### src/rtl/uart_mpa_pkg.sv
// Shared definitions for the multiprocessor address filter.
package uart_mpa_pkg;
    localparam int BYTE_W = 8;
    localparam int SEL_W  = 2;

    // Targets of a software write.
    typedef enum logic [SEL_W-1:0] {
        SEL_ADDR   = 2'd0,
        SEL_MASK   = 2'd1,
        SEL_STATUS = 2'd2,
        SEL_NONE   = 2'd3
    } reg_sel_e;

    // Bit positions inside a status write.
    localparam int CLR_DONE_BIT = 0;
    localparam int CLR_ERR_BIT  = 1;

    // One frame as judged at capture time.
    typedef struct packed {
        logic [BYTE_W-1:0] data;
        logic              ninth;
        logic              accept;
        logic              hit;
    } frame_t;
endpackage

### src/rtl/uart_mpa_regs.sv
// Own-address and compare-mask registers plus decode of status clears.
// Assumes wr_sel values follow uart_mpa_pkg::reg_sel_e; reset values are 0.
module uart_mpa_regs
    import uart_mpa_pkg::*;
#(
    parameter int W = BYTE_W
) (
    input  logic             clk,
    input  logic             rst_n,
    input  logic             wr_en,
    input  logic [SEL_W-1:0] wr_sel,
    input  logic [W-1:0]     wr_data,
    output logic [W-1:0]     own_addr,
    output logic [W-1:0]     addr_mask,
    output logic             clr_done,
    output logic             clr_err
);
    // Load address or mask on a matching write.
    always_ff @(posedge clk) begin
        if (!rst_n) begin
            own_addr  <= '0;
            addr_mask <= '0;
        end else if (wr_en) begin
            if (wr_sel == SEL_ADDR) own_addr  <= wr_data;
            if (wr_sel == SEL_MASK) addr_mask <= wr_data;
        end
    end

    // Decode the clear requests carried by a status write.
    always_comb begin
        clr_done = wr_en && (wr_sel == SEL_STATUS) && wr_data[CLR_DONE_BIT];
        clr_err  = wr_en && (wr_sel == SEL_STATUS) && wr_data[CLR_ERR_BIT];
    end
endmodule

### src/rtl/uart_mpa_match.sv
// Combinational frame judge: own-address match under mask, broadcast match,
// and the acceptance rule for multiprocessor operation.
// Assumes inputs are valid in the cycle data_strobe is high.
module uart_mpa_match
    import uart_mpa_pkg::*;
#(
    parameter int W = BYTE_W
) (
    input  logic [W-1:0] own_addr,
    input  logic [W-1:0] addr_mask,
    input  logic [W-1:0] rx_byte,
    input  logic         rx_ninth,
    input  logic         nine_bit_mode,
    input  logic         mp_enable,
    output logic         accept,
    output logic         hit
);
    logic [W-1:0] given_miss;
    logic [W-1:0] bcast_miss;

    // Per-bit miss terms for both compare kinds.
    for (genvar i = 0; i < W; i++) begin : g_bit
        assign given_miss[i] = addr_mask[i] & (rx_byte[i] ^ own_addr[i]);
        assign bcast_miss[i] = (own_addr[i] | addr_mask[i]) & ~rx_byte[i];
    end

    // Acceptance: filtering only in 9-bit multiprocessor operation.
    always_comb begin
        logic filtering;
        logic addr_ok;
        filtering = nine_bit_mode && mp_enable;
        addr_ok   = (given_miss == '0) || (bcast_miss == '0);
        hit       = filtering && rx_ninth && addr_ok;
        accept    = !filtering || hit;
    end
endmodule

### src/rtl/uart_mpa_commit.sv
// Frame capture and commit: holds a frame between data and stop strobes when
// framing-error detection is on, and owns the flags and the data output.
// Assumes data_strobe and stop_strobe of one frame fall in different cycles.
module uart_mpa_commit
    import uart_mpa_pkg::*;
#(
    parameter int W = BYTE_W
) (
    input  logic         clk,
    input  logic         rst_n,
    input  frame_t       live,
    input  logic         fe_detect_en,
    input  logic         data_strobe,
    input  logic         stop_strobe,
    input  logic         rx_stop,
    input  logic         clr_done,
    input  logic         clr_err,
    output logic         rx_done,
    output logic         frame_err,
    output logic         addr_hit,
    output logic [W-1:0] rx_data,
    output logic         rx_data_ninth
);
    frame_t pend;
    logic   pend_valid;
    frame_t src;
    logic   commit;
    logic   bad_stop;

    // Choose when and from where a frame is committed.
    always_comb begin
        src      = fe_detect_en ? pend : live;
        commit   = fe_detect_en ? (stop_strobe && pend_valid) : data_strobe;
        bad_stop = fe_detect_en && stop_strobe && !rx_stop;
    end

    // Hold the judged frame until its stop bit.
    always_ff @(posedge clk) begin
        if (!rst_n) begin
            pend       <= '0;
            pend_valid <= 1'b0;
        end else if (data_strobe) begin
            pend       <= live;
            pend_valid <= 1'b1;
        end else if (stop_strobe) begin
            pend_valid <= 1'b0;
        end
    end

    // Receive flag and data output; a set wins over a clear.
    always_ff @(posedge clk) begin
        if (!rst_n) begin
            rx_done       <= 1'b0;
            addr_hit      <= 1'b0;
            rx_data       <= '0;
            rx_data_ninth <= 1'b0;
        end else if (commit && src.accept) begin
            rx_done       <= 1'b1;
            addr_hit      <= src.hit;
            rx_data       <= src.data;
            rx_data_ninth <= src.ninth;
        end else if (clr_done) begin
            rx_done       <= 1'b0;
        end
    end

    // Sticky framing error; only software clears it.
    always_ff @(posedge clk) begin
        if (!rst_n)        frame_err <= 1'b0;
        else if (bad_stop) frame_err <= 1'b1;
        else if (clr_err)  frame_err <= 1'b0;
    end

    assert_err_sticky_R8: assert property (@(posedge clk) disable iff (!rst_n)
        (frame_err && !clr_err) |=> frame_err);
    assert_set_wins_R9: assert property (@(posedge clk) disable iff (!rst_n)
        (fe_detect_en && stop_strobe && !rx_stop) |=> frame_err);
    assert_no_early_flag_R7: assert property (@(posedge clk) disable iff (!rst_n)
        (!rx_done && fe_detect_en && !stop_strobe) |=> !rx_done);
    assert_no_fe_when_off_R8: assert property (@(posedge clk) disable iff (!rst_n)
        (!frame_err && !fe_detect_en) |=> !frame_err);
endmodule

### src/rtl/uart_mpa_filter.sv
// Top of the multiprocessor address filter: register file, frame judge and
// commit stage. Assumes strobes come from a 9-bit receiver, one per cycle.
module uart_mpa_filter
    import uart_mpa_pkg::*;
#(
    parameter int W = BYTE_W
) (
    input  logic             clk,
    input  logic             rst_n,
    input  logic             wr_en,
    input  logic [SEL_W-1:0] wr_sel,
    input  logic [W-1:0]     wr_data,
    input  logic             nine_bit_mode,
    input  logic             mp_enable,
    input  logic             fe_detect_en,
    input  logic             data_strobe,
    input  logic [W-1:0]     rx_byte,
    input  logic             rx_ninth,
    input  logic             stop_strobe,
    input  logic             rx_stop,
    output logic             rx_done,
    output logic             frame_err,
    output logic             addr_hit,
    output logic [W-1:0]     rx_data,
    output logic             rx_data_ninth
);
    logic [W-1:0] own_addr;
    logic [W-1:0] addr_mask;
    logic         clr_done;
    logic         clr_err;
    logic         accept;
    logic         hit;
    frame_t       live;

    uart_mpa_regs #(.W(W)) u_regs (
        .clk(clk), .rst_n(rst_n), .wr_en(wr_en), .wr_sel(wr_sel),
        .wr_data(wr_data), .own_addr(own_addr), .addr_mask(addr_mask),
        .clr_done(clr_done), .clr_err(clr_err)
    );

    uart_mpa_match #(.W(W)) u_match (
        .own_addr(own_addr), .addr_mask(addr_mask), .rx_byte(rx_byte),
        .rx_ninth(rx_ninth), .nine_bit_mode(nine_bit_mode),
        .mp_enable(mp_enable), .accept(accept), .hit(hit)
    );

    // Bundle the judged frame for the commit stage.
    always_comb begin
        live.data   = rx_byte;
        live.ninth  = rx_ninth;
        live.accept = accept;
        live.hit    = hit;
    end

    uart_mpa_commit #(.W(W)) u_commit (
        .clk(clk), .rst_n(rst_n), .live(live), .fe_detect_en(fe_detect_en),
        .data_strobe(data_strobe), .stop_strobe(stop_strobe), .rx_stop(rx_stop),
        .clr_done(clr_done), .clr_err(clr_err), .rx_done(rx_done),
        .frame_err(frame_err), .addr_hit(addr_hit), .rx_data(rx_data),
        .rx_data_ninth(rx_data_ninth)
    );

    assert_reject_hold_R5: assert property (@(posedge clk) disable iff (!rst_n)
        (data_strobe && !fe_detect_en && nine_bit_mode && mp_enable && !rx_ninth)
        |=> $stable(rx_data));
    assert_open_accept_R6: assert property (@(posedge clk) disable iff (!rst_n)
        (data_strobe && !fe_detect_en && !mp_enable) |=> (rx_done && !addr_hit));
    assert_hit_ninth_R10: assert property (@(posedge clk) disable iff (!rst_n)
        (addr_hit && $changed(rx_data)) |-> rx_data_ninth);
endmodule

### config.mk
export PLATFORM = sky130hd
export DESIGN_NAME = uart_mpa_filter
export DESIGN_NICKNAME = d
export VERILOG_FILES = /design/src/rtl/uart_mpa_pkg.sv /design/src/rtl/uart_mpa_regs.sv /design/src/rtl/uart_mpa_match.sv /design/src/rtl/uart_mpa_commit.sv /design/src/rtl/uart_mpa_filter.sv
export SDC_FILE = /design/constraint.sdc
export NUM_CORES = 1
export LEC_CHECK = 0
export ABC_AREA = 1
export BUFFER_PORTS_ARGS = -buffer_cell sky130_fd_sc_hd__buf_2
export CORE_MARGIN = 2
export CORE_UTILIZATION = 30
export DETAILED_ROUTE_END_ITERATION = 8
export PLACE_DENSITY = 0.53
export SLEW_MARGIN = 20
export SYNTH_ARGS = -nofsm -noshare
export SYNTH_HDL_FRONTEND = slang
export SYNTH_HIERARCHICAL = 1
export SYNTH_SLANG_ARGS = --single-unit
export TNS_END_PERCENT = 1
### constraint.sdc
create_clock -name clk -period 1.8 [get_ports clk]
set_clock_uncertainty 0.05 [all_clocks]
set_input_delay 0.54 -clock clk [delete_from_list [all_inputs] [get_ports clk]]
set_output_delay 0.54 -clock clk [all_outputs]
set_load 0.02 [all_outputs]
; After elaboration in Yosys (flattened, before gate mapping)
; Index checks and enable logic that the tools add are counted.
[totals]
register_bits = 40
input_bits = 28
word_cells = 84
[op_classes]
n_eq_ne = 2
mux = 8
bitwise_logic = 40
reduce_logical = 22
[ops]
columns = cell, count
row1 = 1-bit AND, 16
row2 = 8-bit logical NOT, 2
row3 = 11-bit 2-to-1 mux, 1
row4 = 1-bit logical AND, 10
row5 = 1-bit inverter, 8
row6 = 1-bit bitwise OR, 8
row7 = 1-bit XOR, 8
row8 = 1-bit 2-to-1 mux, 7
row9 = 2-bit nonzero test, 3
row10 = 2-bit AND reduction, 2
row11 = 2-bit by 1-bit equality test with 1-bit output (second input constant), 1
row12 = 2-bit equality test (second input constant), 1
row13 = 1-bit logical NOT, 2
row14 = 2-bit logical NOT, 1
row15 = 1-bit logical OR, 2

; Depth between registers and ports, before layout
; Gate-level depths: netlist of the first run.
[logic_depth]
ltp_word = 9
mapped_depth = 15
mapped_depth_nobuf = 15

; By module
; Netlist of the first run, hierarchy kept.
[modules_own_cells]
columns = module, instances, cells_each, area_each_um2, seq_area_each_um2
row1 = uart_mpa_commit, 1, 167, 1092.3, 480.5
row2 = uart_mpa_regs, 1, 109, 737.0, 320.3
row3 = uart_mpa_match, 1, 70, 282.8, 0.0

; Worst setup path after synthesis of the first run
; OpenSTA, ideal clock, no wires.
[synth_timing]
path_type = input -> register
from = input rx_byte[5]
to = register u_commit.addr_hit
setup_time_ps = 115
arrival_time_ps = 1492
required_time_ps = 1635
slack_ps = 143
cell_stages = 15
path_buffers = 1
path_cell_list = inv_1 nand2_1 nand3_1 nand2_1 nor2_1 nand2_1 nand2_1 nand2_1 nand2_1 nand2_1 nand2_1 buf_2 nand3_1 nand2_1 nor2_1
[synth_via]
elab_chain_cells = 8
elab_cells_between_ends = 11
[synth_lines]
columns = item, line
row1 = start: declaration, uart_mpa_filter.sv:17  ; input logic [W-1:0] rx_byte,
row2 = 1-bit XOR / 1-bit inverter (equally long branches), "uart_mpa_match.sv:23, uart_mpa_match.sv:24"
row3 = "1-bit AND, on equally long branches", "uart_mpa_match.sv:23, uart_mpa_match.sv:24"
row4 = 8-bit logical NOT, uart_mpa_match.sv:32  ; addr_ok = (given_miss == '0) || (bcast_miss == '0);
row5 = 1-bit logical OR *, uart_mpa_match.sv:32
row6 = 1-bit logical AND *, uart_mpa_match.sv:33  ; hit = filtering && rx_ninth && addr_ok;
row7 = 1-bit logical OR *, uart_mpa_match.sv:34  ; accept = !filtering || hit;
row8 = via accept, uart_mpa_filter.sv:31  ; logic accept;
row9 = 11-bit 2-to-1 mux *, uart_mpa_commit.sv:32  ; src = fe_detect_en ? pend : live;
row10 = 1-bit logical AND *, uart_mpa_commit.sv:57  ; end else if (commit && src.accept) begin
row11 = end signal: assignment, uart_mpa_commit.sv:59  ; addr_hit <= src.hit;
row12 = end: declaration, uart_mpa_commit.sv:20  ; output logic addr_hit,
; The timed path passes the listed nets; every way through them passes the cells marked *.
; A chain may end at the register's enable or synchronous reset.

; Worst setup path after layout of the first run
[layout_timing]
from = input rx_byte[6]
to = register u_commit.rx_data[5]
[layout_via]
elab_chain_cells = 8
elab_cells_between_ends = 11
[layout_lines]
columns = item, line
row1 = 1-bit XOR / 1-bit inverter (equally long branches), "uart_mpa_match.sv:23, uart_mpa_match.sv:24"
row2 = "1-bit AND, on equally long branches", "uart_mpa_match.sv:23, uart_mpa_match.sv:24"
row3 = 8-bit logical NOT, uart_mpa_match.sv:32
row4 = 1-bit logical OR *, uart_mpa_match.sv:32
row5 = 1-bit logical AND *, uart_mpa_match.sv:33
row6 = 1-bit logical OR *, uart_mpa_match.sv:34
row7 = via accept, uart_mpa_filter.sv:31
row8 = 11-bit 2-to-1 mux *, uart_mpa_commit.sv:32
row9 = 1-bit logical AND *, uart_mpa_commit.sv:57
row10 = end signal: assignment, uart_mpa_commit.sv:60  ; rx_data <= src.data;
row11 = end: declaration, uart_mpa_commit.sv:21  ; output logic [W-1:0] rx_data,
; Marks and branches as above.

==> results of run 1 <==
## registers in the layout, indices dropped and copies added (netlist names), 8 cells and up
| signal | flops |
|---|---|
| u_commit/rx_data | 8 |
| u_commit/pend | 11 |
| u_regs/addr_mask | 8 |
| u_regs/own_addr | 8 |
## per-layer routing
| metal | routed length, um | vias to the layer above | share of wire (%) |
|---|---|---|---|
| met2 | 2314 | 36 | 46 |
| met4 | 79 | 0 | 1.6 |
| met3 | 228 | 6 | 4.5 |
| li1 | - | 1139 | - |
| met1 | 2424 | 932 | 48 |
| met5 | 0 | - | 0 |
## worst max path at each step
stage                                                from                          endpoint  slack (ps)
after global routing                           rx_byte[4]  u_commit/rx_data[4]$_SDFFE_PN0P_          -6
after detailed placement                       rx_byte[6]  u_commit/rx_data[4]$_SDFFE_PN0P_        -180
after global placement                         rx_byte[6]  u_commit/rx_data[4]$_SDFFE_PN0P_        -190
after CTS                 u_regs/own_addr[7]$_SDFFE_PN0P_  u_commit/rx_data[4]$_SDFFE_PN0P_         120
after floorplan                                rx_byte[5]    u_commit/addr_hit$_SDFFE_PN0P_         140
final                                          rx_byte[6]  u_commit/rx_data[5]$_SDFFE_PN0P_         110
## report_power, final
| group | leakage (uW) | internal (uW) | switching [uW] |
|---|---|---|---|
| clock network | 0.0000455 | 313 | 303 |
| registers | 0.000331 | 941 | 33.1 |
| logic | 0.00105 | 169 | 230 |
| total | 0.00143 | 1420 | 566 |
## cell usage in the layout, fill, tap and decap left out
cell	n
a21oi_1	31
buf_12	3
buf_2	39
buf_4	11
clkbuf_1	2
clkbuf_16	2
clkbuf_8	6
dfxtp_1	36
dfxtp_2	4
inv_1	61
inv_2	1
nand2_1	81
nand2_2	3
nand2_4	1
nand3_1	27
nand3_4	1
nand3b_1	1
nor2_1	61
nor2_2	2
nor2_4	1
o21ai_0	12
o21ai_1	6
o21ai_2	1
## metrics by stage
| step | TNS (ps) | setup WS, ps | utilization (%) |
|---|---|---|---|
| 2_1_floorplan | 0 | 143.5 | - |
| 3_3_place_gp | -1896 | -192.5 | 36.41 |
| 3_5_place_dp | -1823 | -184.8 | 36.41 |
| 4_1_cts | 0 | 120.4 | 37.73 |
| 5_1_grt | -5.846 | -5.846 | 38.82 |
| 6_report | 0 | 108.1 | 38.82 |
## cells by family (layout without fill, tap and decap cells)
kind of cell	Yosys count	in the layout	share of synthesized area, %
AOI/OAI and AO/OA	50	50	11.85
and+or+nand+nor	178	178	34.66
DFF	40	40	37.91
buffers and inverters	78	125	15.58
## critical path: stages
cell and delay, ps:
buf_2 120, inv_1 70, nand2_1 50, nand3_1 90, nand2_2 80, nor2_2 90, nand2_1 50, nand2_1 60
nand2_1 60, nand2_1 90, nand2_1 90, nand2_4 120, clkbuf_16 150, nand3_1 70, nand2_1 70, nor2_1 30
## Yosys cell counts
cell and count:
buf_2 4, nand2_1 83, clkbuf_1 2, buf_6 1, clkbuf_4 1, inv_2 1
nor2_1 63, nand3b_1 1, clkbuf_2 1, inv_1 61, nor2_4 1, o21ai_1 7
dfxtp_1 40, nand3_4 1, o21ai_0 12, buf_1 2, nand3_1 27, buf_4 5
nand2_2 2, a21oi_1 31
## area by class of cell
cell class,count,area share (%)
well taps,96,4.554
repair buffers,55,14.71
flip-flops and latches,40,30.55
multi-input cells,228,37.95
inverters,62,8.824
clock buffers,8,3.416
## repair_timing
action	4_1_cts	5_1_grt
hold buffers	0	0
resized for setup	0	10
setup endpoints to repair	0	9
setup buffers	0	0
==> impl_metrics.ini, run 1 <==
[sta]
max_slew_margin_pct = 74.52
fin_hold_ws_ps = 417.5
fin_crit_ps = 1692
drv_slew = 0
worst_pin_slew_ps = 381.3
fin_crit_sh_pct = 93.99
setup_viol = 0
clock.fmax_mhz = 591.1
hold_viol = 0

[placed_design]
placed_area_sq_mm = 0.002474
place.gp.congestion = 0.7612
dpl.hpwl_um = 3489
port_buffers = 39
dp.cells = 479

[power]
p_total_uw = 1989
p_leak_uw = 0.001426
vdd_drop_max_mv = 0.2767
p_per_area_mw_per_mm2 = 754.2

[floorplanning]
core_sq_mm = 0.006794
rows = 30
pin_count = 40
die_h_um = 87.91
initial_core_util_pct = 31.09
dieArea_sq_mm = 0.007727
die_w_um = 87.91

[yosys]
ys_warn_count = 6
synth_largest_area_cell = dfxtp_1
syn_inst = 346
ys_ff_latch = 40
synth.distinct_cells = 20
yosysTopAreaCellShare_pct = 37.91
ys_seq_area_share_pct = 37.91
syn_nets = 374
syn_avg_cell_area_sq_um = 6.104
synth_area_sq_mm = 0.002112
ys_top_cells_by_area = dfxtp_1 38%, nand2_1 15%, nor2_1 11%

[worst_setup_path]
crit_type = input port to flop
critical_path_required_ps = 1940
reg2reg_from = u_regs/own_addr[7]$_SDFFE_PN0P_
end_kind = flop
path_max_fanout = 5
r2r_slack_ps = 130
startpoint_type = input port
r2r-end = u_commit/rx_data[5]$_SDFFE_PN0P_
cp.arrival_ps = 1830
r2r.worst_path.cells = 13

[flow_run]
max-cap-violations = 0

[global_routing]
grt_max_degree = 39
grt_use_met3_pct = 3.299
met2_usage_pct = 22.73
antenna_found_initial = 0
busiest_layer = met2
grt_first_pass_wirelength_um = 8487
grt-ovfl-total = 0
grtUsageMet1_pct = 18.21
grt_pass1_vias = 1890
grt_use_total_pct = 14.02

[min_path]
hold_path_class = flop to flop
worstHoldStart = u_commit/frame_err$_SDFFE_PN0P_
hold_path_end = u_commit/frame_err$_SDFFE_PN0P_
whs_path_depth = 2

[route]
wl_per_cell_um = 10.32
drc = 0
vias = 2113
antenna_left = 0
wl_um = 5047
vias_per_cell = 4.321
first_iter_violations = 74
drtPass1Iterations = 4

[clock_network]
cts_buffers = 5
clock_path_buffers = 2
clk_pin_slew_ps = 70
insertion_delay_ps = 290
clock-sinks = 40
cts.htree.levels = 2
root_buffer = clkbuf_8
tritoncts = built

[finish]
drive_gt1_share_pct = 19.08
diodes = 0
regArea_sq_um = 805.8
fin_area_sq_mm = 0.002638
nets = 420
area_growth_pct = 24.88
multi_input_area_sq_mm = 0.001001
fin_cells = 489
n_fill_cell = 771

[run_status]
status = finished, final reports clean
Note: power is estimated with default switching activity, not from simulation.
==> run 2, diff against run 1 <==
- RECOVER_POWER: not set -> 25
==> run 2 against run 1 <==
  * Die area stayed put
  * Combinational power is 1% lower
  * Core utilization is 0.26 points lower
  * Non-clock buffer count stayed put
  * Critical path type unchanged
  * Largest cell class unchanged
  * Largest power group unchanged
  * Highest routed layer unchanged
==> impl_metrics.ini, run 2 (synthesis results as in run 1) <==
[run_status]
status = finished, final reports clean

[flow_run]
max-cap-violations = 0

[min_path]
hold_path_class = flop to flop

[sta]
fin_hold_ws_ps = 417.6
fin_tns_setup_ps = 0
fin_crit_sh_pct = 93.21
clock.fmax_mhz = 596.0
max_slew_margin_pct = 45.51
worst_pin_slew_ps = 817.4
setup_viol = 0
fin_crit_ps = 1678
drv_slew = 0
hold_viol = 0

[worst_setup_path]
cp.arrival_ps = 1820
startpoint_type = input port
r2r_slack_ps = 140
crit_path_end = u_commit/rx_data[5]$_SDFFE_PN0P_
critical_path_required_ps = 1940
startpoint = rx_byte[6]
crit_type = input port to flop
end_kind = flop
r2r-end = u_commit/rx_data[5]$_SDFFE_PN0P_
path_max_fanout = 5
reg2reg_from = u_regs/own_addr[7]$_SDFFE_PN0P_
r2r.worst_path.cells = 13

[route]
drtPass1Iterations = 5
first_iter_violations = 91
vias = 2100
wl_per_cell_um = 10.29
antenna_left = 0
vias_per_cell = 4.294
wl_um = 5031
drc = 0

[clock_network]
root_buffer = clkbuf_8
clock_path_buffers = 2
cts_buffers = 5
clk_pin_slew_ps = 80
post_cts_buffers = 0
clock-sinks = 40
cts.htree.levels = 2
tritoncts = built
insertion_delay_ps = 290

[global_routing]
grt_use_total_pct = 14.02
antenna_found_initial = 0
grt-ovfl-total = 0
grt_pass1_vias = 1890
grt_first_pass_wirelength_um = 8487
grt_max_degree = 39

[power]
switching_share_pct = 28.45
vdd_drop_max_mv = 0.2767
p_leak_uw = 0.001419
p_clk_share_pct = 31.1
p_per_area_mw_per_mm2 = 758.3
p_switching_uw = 565.2
p_comb_share_pct = 19.9
p_total_uw = 1987
p_seq_share_pct = 49.0
p_int_uw = 1422

[finish]
fin_area_sq_mm = 0.002620
top_register = u_commit/pend
diodes = 0
drive_gt1_share_pct = 18.32
n_fill_cell = 775
fin_util_pct = 38.56
largest_register_ff_count = 11
nets = 420
layout_commonest_cell = nand2_1
area_growth_pct = 24.05
layout_common_cells = 81 x nand2_1, 61 x inv_1, 61 x nor2_1, 38 x buf_2, 36 x dfxtp_1

[floorplanning]
rows = 30
initial_core_util_pct = 31.09
dieArea_sq_mm = 0.007727
die_h_um = 87.91
pin_count = 40
die_w_um = 87.91
core_sq_mm = 0.006794

[placed_design]
dpl.hpwl_um = 3489
place.gp.congestion = 0.7612
port_buffers = 39
placed_area_sq_mm = 0.002474
run 2: cell types whose count changed in the layout (fill, tap and decap cells not counted), sizes merged:
| cell | delta |
|---|---|
| clkbuf | +2 |
| buf | -2 |
run 2: worst min path at each step:
stage,end,from,slack (ps),depth (start not counted)
4_1_cts,u_commit/pend_valid$_SDFFE_PN0P_,u_commit/pend_valid$_SDFFE_PN0P_,420,2
6_report,u_commit/pend_valid$_SDFFE_PN0P_,u_commit/pend_valid$_SDFFE_PN0P_,420,2
2_1_floorplan,u_commit/pend_valid$_SDFFE_PN0P_,u_commit/pend_valid$_SDFFE_PN0P_,390,2
5_1_grt,u_commit/pend_valid$_SDFFE_PN0P_,u_commit/pend_valid$_SDFFE_PN0P_,440,2
3_3_place_gp,u_commit/pend_valid$_SDFFE_PN0P_,u_commit/pend_valid$_SDFFE_PN0P_,400,2
3_5_place_dp,u_commit/pend_valid$_SDFFE_PN0P_,u_commit/pend_valid$_SDFFE_PN0P_,410,2
run 2: metrics by stage:
stage | setup slack (ps) | instances
2_1_floorplan | 143.5 | 346
3_3_place_gp | -192.5 | 479
3_5_place_dp | -184.8 | 479
4_1_cts | 120.4 | 487
5_1_grt | -5.846 | 489
6_report | 122.2 | 489
run 2: final cells by class:
cell class / instances / area [sq um] / area share [%]
clock buffers: 8 / 90.09 / 3.438
well taps: 96 / 120.1 / 4.585
inverters: 62 / 232.7 / 8.883
flip-flops and latches: 40 / 805.8 / 30.75
multi-input cells: 228 / 988.4 / 37.73
repair buffers: 55 / 382.9 / 14.61
run 2: worst max-delay path, cell delays in order:
cell	delay, ps
buf_2	120
inv_1	70
nand2_1	50
nand3_1	80
nand2_2	70
nor2_2	90
nand2_1	50
nand2_1	50
nand2_1	60
nand2_1	90
nand2_1	90
nand2_4	120
clkbuf_16	150
nand3_1	70
nand2_1	70
nor2_1	30
run 2: routing by layer:
metal	wire length, um	share of wire (%)	vias to the layer above	global-route usage [%]
met4	79	1.6	0	5.035
met5	0	0	-	0
met3	200	4.0	6	3.299
met1	2474	49	923	18.21
met2	2277	45	32	22.73
li1	-	-	1139	-
run 2: power by group through the flow:
stage | clock network [uW] | registers (uW) | logic, uW
3_5_place_dp | 0 | 993 | 374
3_3_place_gp | 0 | 993 | 371
4_1_cts | 645 | 973 | 375
5_1_grt | 683 | 982 | 450
2_1_floorplan | 0 | 1010 | 223
6_report | 617 | 974 | 396
run 2: what timing repair did:
| item | CTS | global route |
|---|---|---|
| hold buffers | 0 | 0 |
| endpoints found under the setup margin | 0 | 9 |
| gates resized for setup | 0 | 10 |
